## config.mk

```make
export PLATFORM = sky130hd
export DESIGN_NAME = lp_irq_router
export DESIGN_NICKNAME = d
export VERILOG_FILES = /design/src/rtl/lp_pkg.sv /design/src/rtl/lp_route_table.sv /design/src/rtl/lp_pick.sv /design/src/rtl/lp_req_arb.sv /design/src/rtl/lp_irq_router.sv
export SDC_FILE = /design/constraint.sdc
export NUM_CORES = 1
export LEC_CHECK = 0
export ABC_CLOCK_PERIOD_IN_PS = 4500
export BUFFER_PORTS_ARGS = -buffer_cell sky130_fd_sc_hd__buf_2
export CORE_ASPECT_RATIO = 0.6
export CORE_MARGIN = 10
export CORE_UTILIZATION = 54
export CTS_CLUSTER_SIZE = 10
export DETAILED_ROUTE_END_ITERATION = 8
export PLACE_DENSITY = 0.83
export SYNTH_ARGS = -nofsm -noshare
export SYNTH_HDL_FRONTEND = slang
export SYNTH_SLANG_ARGS = --single-unit
```

## constraint.sdc

```tcl
create_clock -name clk -period 4.5 [get_ports clk]
set_input_delay 0.675 -clock clk [delete_from_list [all_inputs] [get_ports clk]]
set_output_delay 0.675 -clock clk [all_outputs]
set_load 0.01 [all_outputs]
```

## src/rtl/lp_pkg.sv

```systemverilog
package lp_pkg;
  typedef enum logic [1:0] {
    HINT_MIN  = 2'b00,
    HINT_NORM = 2'b01,
    HINT_MAX  = 2'b10
  } hint_e;
  localparam logic [1:0] HINT_BAD = 2'b11;
endpackage

```

## src/rtl/lp_route_table.sv

```systemverilog
module lp_route_table #(
  parameter int NCPU = 4,
  parameter int NIRQ = 8,
  parameter bit REDIRECT = 1'b1,
  localparam int IW = $clog2(NIRQ),
  localparam int CW = $clog2(NCPU)
) (
  input  logic               clk,
  input  logic               rst_n,
  input  logic               wr_en,
  input  logic               wr_hint,
  input  logic [IW-1:0]      wr_addr,
  input  logic [NCPU:0]      wr_data,
  input  logic [IW-1:0]      rd_addr,
  output logic [NCPU:0]      rd_data,
  input  logic [IW-1:0]      svc_irq,
  output logic [NCPU-1:0]    svc_mask,
  output logic               svc_mode,
  output logic [2*NCPU-1:0]  hints_flat
);
  import lp_pkg::*;

  logic [NCPU-1:0] mask_q [NIRQ];
  logic            mode_q [NIRQ];
  hint_e           hint_q [NCPU];

  function automatic logic [NCPU-1:0] keep_lowest(input logic [NCPU-1:0] m);
    return m & (~m + NCPU'(1));
  endfunction

  function automatic logic [NCPU-1:0] reset_mask(input int idx);
    if (REDIRECT) return NCPU'(1);
    return NCPU'(1) << (idx % NCPU);
  endfunction

  wire entry_wr = wr_en && !wr_hint && (wr_data[NCPU-1:0] != '0);
  wire hint_wr  = wr_en &&  wr_hint && (wr_data[1:0] != HINT_BAD);

  for (genvar i = 0; i < NIRQ; i++) begin : g_ent
    always_ff @(posedge clk or negedge rst_n) begin
      if (!rst_n) begin
        mask_q[i] <= reset_mask(i);
        mode_q[i] <= REDIRECT;
      end else if (entry_wr && wr_addr == IW'(i)) begin
        mask_q[i] <= keep_lowest(wr_data[NCPU-1:0]);
        mode_q[i] <= wr_data[NCPU];
      end
    end
  end

  for (genvar c = 0; c < NCPU; c++) begin : g_hint
    always_ff @(posedge clk or negedge rst_n) begin
      if (!rst_n) hint_q[c] <= HINT_MIN;
      else if (hint_wr && wr_addr == IW'(c)) hint_q[c] <= hint_e'(wr_data[1:0]);
    end
    assign hints_flat[2*c +: 2] = hint_q[c];
  end

  assign rd_data  = {mode_q[rd_addr], mask_q[rd_addr]};
  assign svc_mask = mask_q[svc_irq];
  assign svc_mode = mode_q[svc_irq];
endmodule

```

## src/rtl/lp_pick.sv

```systemverilog
module lp_pick #(
  parameter int NCPU = 4,
  localparam int CW = $clog2(NCPU)
) (
  input  logic [2*NCPU-1:0] hints_flat,
  input  logic [CW-1:0]     start,
  output logic [CW-1:0]     pick,
  output logic [1:0]        pick_hint,
  output logic              all_max
);
  import lp_pkg::*;

  always_comb begin
    logic [2:0] best;
    int idx;
    best    = 3'd4;
    pick    = start;
    all_max = 1'b1;
    for (int k = 0; k < NCPU; k++) begin
      idx = int'(start) + k;
      if (idx >= NCPU) idx = idx - NCPU;
      if ({1'b0, hints_flat[2*idx +: 2]} < best) begin
        best = {1'b0, hints_flat[2*idx +: 2]};
        pick = CW'(idx);
      end
      if (hints_flat[2*idx +: 2] != HINT_MAX) all_max = 1'b0;
    end
    pick_hint = best[1:0];
  end
endmodule

```

## src/rtl/lp_req_arb.sv

```systemverilog
module lp_req_arb #(
  parameter int NIRQ = 8,
  localparam int IW = $clog2(NIRQ)
) (
  input  logic            clk,
  input  logic            rst_n,
  input  logic [NIRQ-1:0] irq_req,
  output logic            svc_fire,
  output logic [IW-1:0]   svc_irq
);
  logic [NIRQ-1:0] pend_q;
  wire  [NIRQ-1:0] live = pend_q | irq_req;

  always_comb begin
    svc_irq = '0;
    for (int i = NIRQ - 1; i >= 0; i--)
      if (live[i]) svc_irq = IW'(i);
  end
  assign svc_fire = |live;

  always_ff @(posedge clk or negedge rst_n) begin
    if (!rst_n) pend_q <= '0;
    else        pend_q <= live & ~(NIRQ'(svc_fire) << svc_irq);
  end
endmodule

```

## src/rtl/lp_irq_router.sv

```systemverilog
module lp_irq_router #(
  parameter int NCPU = 4,
  parameter int NIRQ = 8,
  parameter int VEC_W = 8,
  parameter bit REDIRECT = 1'b1,
  localparam int IW = $clog2(NIRQ),
  localparam int CW = $clog2(NCPU)
) (
  input  logic             clk,
  input  logic             rst_n,
  input  logic             wr_en,
  input  logic             wr_hint,
  input  logic [IW-1:0]    wr_addr,
  input  logic [NCPU:0]    wr_data,
  input  logic [IW-1:0]    rd_addr,
  output logic [NCPU:0]    rd_data,
  input  logic [NIRQ-1:0]  irq_req,
  output logic [NCPU-1:0]  dlv_stb,
  output logic [VEC_W-1:0] dlv_vec
);
  logic            svc_fire;
  logic [IW-1:0]   svc_irq;
  logic [NCPU-1:0] svc_mask;
  logic            svc_mode;
  logic [2*NCPU-1:0] hints_flat;
  logic [CW-1:0]   pick;
  logic [1:0]      pick_hint;
  logic            all_max;
  logic [CW-1:0]   dflt_cpu;
  logic [CW-1:0]   tgt_cpu;

  function automatic logic [CW-1:0] onehot_idx(input logic [NCPU-1:0] m);
    logic [CW-1:0] r;
    r = '0;
    for (int i = NCPU - 1; i >= 0; i--)
      if (m[i]) r = CW'(i);
    return r;
  endfunction

  lp_req_arb #(.NIRQ(NIRQ)) u_arb (
    .clk(clk), .rst_n(rst_n), .irq_req(irq_req),
    .svc_fire(svc_fire), .svc_irq(svc_irq)
  );

  lp_route_table #(.NCPU(NCPU), .NIRQ(NIRQ), .REDIRECT(REDIRECT)) u_tbl (
    .clk(clk), .rst_n(rst_n), .wr_en(wr_en), .wr_hint(wr_hint),
    .wr_addr(wr_addr), .wr_data(wr_data), .rd_addr(rd_addr), .rd_data(rd_data),
    .svc_irq(svc_irq), .svc_mask(svc_mask), .svc_mode(svc_mode),
    .hints_flat(hints_flat)
  );

  assign dflt_cpu = onehot_idx(svc_mask);

  lp_pick #(.NCPU(NCPU)) u_pick (
    .hints_flat(hints_flat), .start(dflt_cpu), .pick(pick),
    .pick_hint(pick_hint), .all_max(all_max)
  );

  assign tgt_cpu = svc_mode ? pick : dflt_cpu;

  always_ff @(posedge clk or negedge rst_n) begin
    if (!rst_n) begin
      dlv_stb <= '0;
      dlv_vec <= '0;
    end else begin
      dlv_stb <= svc_fire ? (NCPU'(1) << tgt_cpu) : '0;
      if (svc_fire) dlv_vec <= VEC_W'(svc_irq);
    end
  end
endmodule

```

### Word level (Yosys, flattened, before mapping)

Cells that the tools add are included.

* input bits: 23
* flip-flop bits (word level): 63
* output and inout bits: 17

* add/sub/neg operators: 8
* reductions and logical operators: 20
* multiplexer cells: 35
* shifts and indexed selects: 6
* equal/unequal tests: 8
* bitwise operators: 7
* $lt $le $gt $ge: 9

Operators by type and width (number)
* $shiftx A8 B32 Y2: 4
* $mux W31: 4
* $ge A32 B4 Y1 const B: 3
* $sub A31 B4 Y31 const B: 3
* $bmux W4 S3: 2
* $mux W3: 8
* $mux W2: 10
* $mux W4: 5
* $logic_and A1 B1 Y1: 16
* $eq A3 B3 Y1 const B: 4
* $and A8 B8 Y8: 1
* $ge A4 B4 Y1 const B: 2
* $not A3 Y4: 2
* $not A8 Y8: 1
* $or A8 B8 Y8: 1
* $reduce_or A8 Y1: 1
* $shl A1 B3 Y8: 1
* $add A2 B2 Y3 const B: 2
* $bmux W1 S3: 2
* $eq A3 B2 Y1 const B: 2
* $lt A2 B2 Y1: 3
* $add A4 B1 Y4 const B: 1
* $and A4 B4 Y4: 1
* $mux W1: 4
* 10 further kinds: 10

### Depth between registers and ports, before layout

* depth after elaboration: 30
* depth in mapped cells: 20
* depth with buffers taken out: 19

### Cells and area by module

From an unflattened synthesis, not the netlist that was laid out.

* cell total of the unflattened synthesis: 318
* area total of the unflattened synthesis: 4020.1 um^2

By module, submodules not included
* lp_route_table: cells an instance 164, area an instance 2596.2 um^2, seq. area each 1221.2 um^2, instances 1
* lp_pick: cells an instance 83, area an instance 669.4 um^2, seq. area each 0.0 um^2, instances 1
* lp_req_arb: cells an instance 38, area an instance 391.6 um^2, seq. area each 200.2 um^2, instances 1
* lp_irq_router: cells an instance 33, area an instance 362.8 um^2, seq. area each 175.2 um^2, instances 1

### Least setup slack after synthesis

OpenSTA, ideal clock, no wires.

* kind: input -> register
* start: input port irq_req[7]
* end: register dlv_stb[2]
* cell stages on the path: 19
* data arrival time: 5.051 ns
* required time: 4.399 ns
* slack: -0.652 ns
* buffers on the path: 2
* cell sequence: or4_1 > buf_2 > or3_1 > a21oi_2 > a2111oi_2 > or2_4 > a21oi_4 > ha_1 > buf_2 > mux4_2 > nor2b_1 > ha_1 > ha_1 > nor2b_1 > nor4_1 > o31ai_2 > a221oi_1 > a211oi_2 > nor4_1

* word-level cells in the longest chain between the ends: 30

RTL lines
* start: declaration: line lp_irq_router.sv:17 `input logic [NIRQ-1:0] irq_req,`
* $or A8 B8 Y8 (*): line lp_req_arb.sv:12 `wire [NIRQ-1:0] live = pend_q | irq_req;`
* $mux W3 (8 in series): line lp_req_arb.sv:17 `if (live[i]) svc_irq = IW'(i);`
* $not A3 Y4 (not written as such): line lp_route_table.sv:60, lp_route_table.sv:61
* $bmux W4 S3: line lp_route_table.sv:60 `assign svc_mask = mask_q[svc_irq];`
* $mux W4 (not written as such) (2 in series): line lp_route_table.sv:60
* $mux W2 (4 in series): line lp_irq_router.sv:36 `if (m[i]) r = CW'(i);`
* $add A2 B1 Y3: line lp_pick.sv:20 `idx = int'(start) + k;`
* $sub A31 B4 Y31 or $ge A32 B4 Y1 (tied branches): line lp_pick.sv:21 `if (idx >= NCPU) idx = idx - NCPU;`
* [... 3 more ...]
* $mux W2: line lp_pick.sv:22 `if ({1'b0, hints_flat[2*idx +: 2]} < best) begin`
* $lt A2 B2 Y1: line lp_pick.sv:22
* $mux W2: line lp_pick.sv:22
* $lt A2 B2 Y1: line lp_pick.sv:22
* $mux W2: line lp_pick.sv:22
* $mux W2: line lp_irq_router.sv:59 `assign tgt_cpu = svc_mode ? pick : dflt_cpu;`
* $shl A1 B2 Y4: line lp_irq_router.sv:66 `dlv_stb <= svc_fire ? (NCPU'(1) << tgt_cpu) : '0;`
* $mux W4 (*): line lp_irq_router.sv:66
* end signal: assignment: line lp_irq_router.sv:66
* end: declaration: line lp_irq_router.sv:18 `output logic [NCPU-1:0] dlv_stb,`

Every way passes the cells marked *; elsewhere a longest branch is shown, timed or not. The select of a mux whose other input is x is not followed.
A chain may end at the register's enable or synchronous reset.

### Worst setup path after layout

* start: input port irq_req[5]
* end: register dlv_stb[1]

* word-level cells in the longest chain between the ends: 28

RTL lines (line)
* $or A8 B8 Y8 (*): lp_req_arb.sv:12
* $mux W3 (6 in series): lp_req_arb.sv:17
* $not A3 Y4 (not written as such): lp_route_table.sv:60, lp_route_table.sv:61
* $bmux W4 S3: lp_route_table.sv:60
* $mux W4 (not written as such) (2 in series): lp_route_table.sv:60
* $mux W2 (4 in series): lp_irq_router.sv:36
* $add A2 B1 Y3: lp_pick.sv:20
* $sub A31 B4 Y31 or $ge A32 B4 Y1 (tied branches): lp_pick.sv:21
* [... 3 more ...]
* $mux W2: lp_pick.sv:22
* $lt A2 B2 Y1: lp_pick.sv:22
* $mux W2: lp_pick.sv:22
* $lt A2 B2 Y1: lp_pick.sv:22
* $mux W2: lp_pick.sv:22
* $mux W2: lp_irq_router.sv:59
* $shl A1 B2 Y4: lp_irq_router.sv:66
* $mux W4 (*): lp_irq_router.sv:66

Marks and branches as above.

==> qor.csv <==
metric,value,unit
outcome,"finished, violations left",
failing checks,negative setup slack,
Final Critical Period,4.73,ns
cell family with most CP delay,compound AO/OA/AOI/OAI gates,
area delta synth->final,37.4,%
placed cells,611,
layout cells sized above 1,52.3,%
unrepaired setup endpoints after global routing,true,
Post-synth EDFFs,0,
half-perimeter wire length after placement,10200,um
most used cell along the critical path,ha_4,
clock buffer depth,2,
Hold WC Path Type,in -> async,
die area,12000,um2
post-route cell area,5870,um2
setup TNS,-0.781,ns
largest family of logic cells by synthesized area,multiplexers,
Num CTS Buffers,9,
"Net count, final",571,
antenna violations before repair,0,
synthesized area,4270,um2
Worst-path clk slew,0.06,ns
DRC,0,
Routed wire per std cell,22.3,um
core area,7480,um2
Root Buffer,clkbuf_16,
Worst Max-Slew Pin Slew,1.16,ns
synth warn,0,
Bufs and invs on worst path,4,
setup ws final,-0.230,ns
Clock Power Share,24.7,%
routed via count,4219,
Initial DRT Pass Iterations,5,
DP Area,5170,um2
final hold violation count,0,
critical path arrival,5.00,ns
Cell Int Power,1.67,mW
first-pass GRT wire length,22000,um
Routed WL,14400,um
period utilization,105,%
Port Buffers,34,
crit end category,flip-flop,
number of distinct library cells after synthesis,75,
top-area cell type share of the netlist area,27.6,%
syn_area_per_cell,10.3,um2
Clock Sink Count,63,
part of the power in registers,30.6,%
H-tree depth,3,
Die Ht,88.9,um
Pwr Density,446,nW/um2
simple-gate share of the synthesized area,19.0,%
max-cap violations,0,
post-synthesis compound-gate area fraction,16.3,%
Setup WS pre-CTS,-0.676,ns
GRT overflow,0,
Setup Viol. Count Final,4,
Yosys reg bits,63,
Final Slew Violations,0,
CP Max Fanout,6,
worst-path cell chain,"buf_2, or4_4, buf_4, nor4_1, o21ai_0, o211ai_1, a32oi_2, o21ai_2, buf_6, ha_4, mux4_2, nor2b_4, ha_4, ha_4, nor2b_4, buf_4, a31oi_2, a31o_1, a211oi_4, o221a_1",
XOR/XNOR share of the synthesized area,0,%
Max stage delay on crit path,0.61,ns
Max Clk Rate,211,MHz
Most used DFF post-synth,dfrtp_1,
adder-cell share of the synthesized area,2.93,%
static leakage,2.47,nW
sequential-to-total area share from yosys stat,37.4,%
clk_skew,0.0127,ns
Comb power frac,44.7,%
DR iter-0 viols,452,
Synth Instances,413,
"Hold-fix buffers, CTS",0,
GRT Overall Usage,23.5,%
Crit-path slowest cell,or4_4,
Vias/cell,6.52,
crit start category,input port,
CTS tree,built,
Starting Density,57.1,%
mux contribution to synthesized area,21.1,%
kind of critical path,in -> reg,
# diodes,0,
Sw Share,36.1,%
Final Non-Filler Cells,647,
Synth area leaders,"dfrtp_1, mux2_2, dfstp_2, mux4_2, nand2_1",
P_sw,945,uW
Site Rows,24,
Critical Path RT,4.77,ns
ys async rst share,100,%
Final ANT Viol Nets,0,
Worst VDD drop,335,uV
Die X-Extent,135,um
I/O pin count,40,
number of global-route vias before repair,4208,
Clock Latency Late Sink,0.34,ns
largest net degree at the start of global routing,44,
post-synth top area cell,dfrtp_1,
Relative slew margins,22.2,%
GPL Wtd Cong,1.07,
==> final timing paths <==
kind | startpoint | to | slack (ns) | depth (start not counted)
worst max-delay path | irq_req[5] | dlv_stb[1]$_DFF_PN0_ | -0.23 | 20
worst min-delay path | rst_n | dlv_stb[2]$_DFF_PN0_ | 0.28 | 1
worst max register to register | u_arb.pend_q[2]$_DFF_PN0_ | dlv_stb[1]$_DFF_PN0_ | -0.16 | 19
worst min register to register | dlv_vec[0]$_DFFE_PN0P_ | dlv_vec[0]$_DFFE_PN0P_ | 0.47 | 2
max in group asynchronous | rst_n | u_tbl.mode_q[4]$_DFFE_PN1P_ | 3.31 | 2
min in group clk | dlv_vec[0]$_DFFE_PN0P_ | dlv_vec[0]$_DFFE_PN0P_ | 0.47 | 2
==> per-stage QoR <==
stage	total power, mW	utilization, %	hold slack, ns
finish	2.62	78.4	0.276
global route	2.73	78.4	0.310
CTS	2.48	75.6	0.290
detailed placement	1.73	69.2	0.466
global placement	1.68	69.2	0.456
floorplan	1.42	-	0.379
==> area by class of cell <==
class	instances	area [um2]
clock buffers	11	243
well taps	104	130
flip-flops and latches	63	1600
multi-input cells	326	2900
repair buffers	126	913
fillers	463	1610
clock inverters	5	33.8
inverters	12	45.0
==> cells in the mapped netlist (3+ instances only) <==
cell,n
clkbuf_1,8
o211ai_1,8
ha_1,10
a21oi_1,10
mux2i_1,12
nor4_2,4
o221ai_1,3
a31oi_1,3
mux2_2,42
and2_1,7
o31ai_1,4
o21ai_0,22
nand3_1,7
o32ai_1,3
nor3_1,12
or3_1,3
nand2b_1,6
nor4_1,6
nor2b_1,6
nor3b_1,3
nand2_1,45
inv_1,12
buf_4,6
a211oi_1,3
dfrtp_1,47
buf_2,3
mux4_2,13
nor2_1,31
o22ai_1,5
dfstp_2,16
==> state kept, by name, summed over array words and instances (netlist names) <==
signal and count:
u_tbl.mode_q 8, u_tbl.mask_q 32, u_arb.pend_q 8, dlv_vec 3, u_tbl.hints_flat 8, dlv_stb 4
==> cell usage in the layout (no fill, tap or decap), drive strengths merged, types with 5 or more instances in the layout <==
| master | netlist | final |
|---|---|---|
| mux2 | 43 | 43 |
| nor3 | 12 | 12 |
| mux2i | 12 | 12 |
| o31ai | 5 | 5 |
| inv | 12 | 12 |
| clkbuf | 8 | 11 |
| dfstp | 16 | 16 |
| o211ai | 8 | 8 |
| nand2 | 46 | 46 |
| mux4 | 13 | 13 |
| ha | 10 | 10 |
| nand3 | 7 | 7 |
| dfrtp | 47 | 47 |
| o21ai | 24 | 24 |
| nor4 | 11 | 11 |
| o22ai | 5 | 5 |
| a21oi | 12 | 12 |
| buf | 9 | 126 |
| nor2b | 6 | 6 |
| conb | 1 | 6 |
| nor2 | 34 | 34 |
| nand2b | 6 | 6 |
| and2 | 8 | 8 |
==> worst register-to-register path, stage by stage, from the launching register on <==
cell      delay (ns)
dfrtp_1         0.40
buf_4           0.15
nor4_4          0.35
buf_6           0.20
buf_4           0.11
nor2_1          0.03
o21ai_0         0.27
o211ai_1        0.16
a32oi_2         0.29
o21ai_2         0.11
buf_6           0.14
ha_4            0.28
buf_8           0.14
mux4_2          0.50
a21boi_1        0.18
ha_1            0.37
a31oi_2         0.13
and2_4          0.20
a211oi_4        0.33
o221a_1         0.26
==> power groups by stage <==
stage / Sequential, mW / Combinational [mW] / Clock [mW]
detailed placement: 0.792 / 0.941 / 0
floorplan: 0.756 / 0.659 / 0
CTS: 0.786 / 1.05 / 0.646
global route: 0.806 / 1.24 / 0.677
finish: 0.801 / 1.17 / 0.647
global placement: 0.783 / 0.900 / 0
==> cells by family (layout without fill, tap and decap cells) <==
kind of cell,count (synthesis),after routing
buf+inv,29,154
fa+ha+maj,10,10
other cells,1,6
compound gates,92,92
flops,63,63
simple gates,150,150
mux,68,68
==> routing by layer <==
| layer | vias to the layer above | GRT usage [%] | routed length, um |
|---|---|---|---|
| met4 | 0 | 7.67 | 436 |
| li1 | 1804 | - | - |
| met5 | - | 1.98 | 0 |
| met3 | 69 | 10.2 | 1790 |
| met2 | 290 | 36.2 | 6380 |
| met1 | 2056 | 29.2 | 5820 |
==> timing repair <==
| item | 4_1_cts | 5_1_grt |
|---|---|---|
| setup buffers | 14 | 6 |
| endpoints found under the setup margin | 4 | 4 |
| pin swaps | 13 | 19 |
| gates resized for setup | 24 | 35 |
No activity file was read; power rests on OpenSTA's default activity.
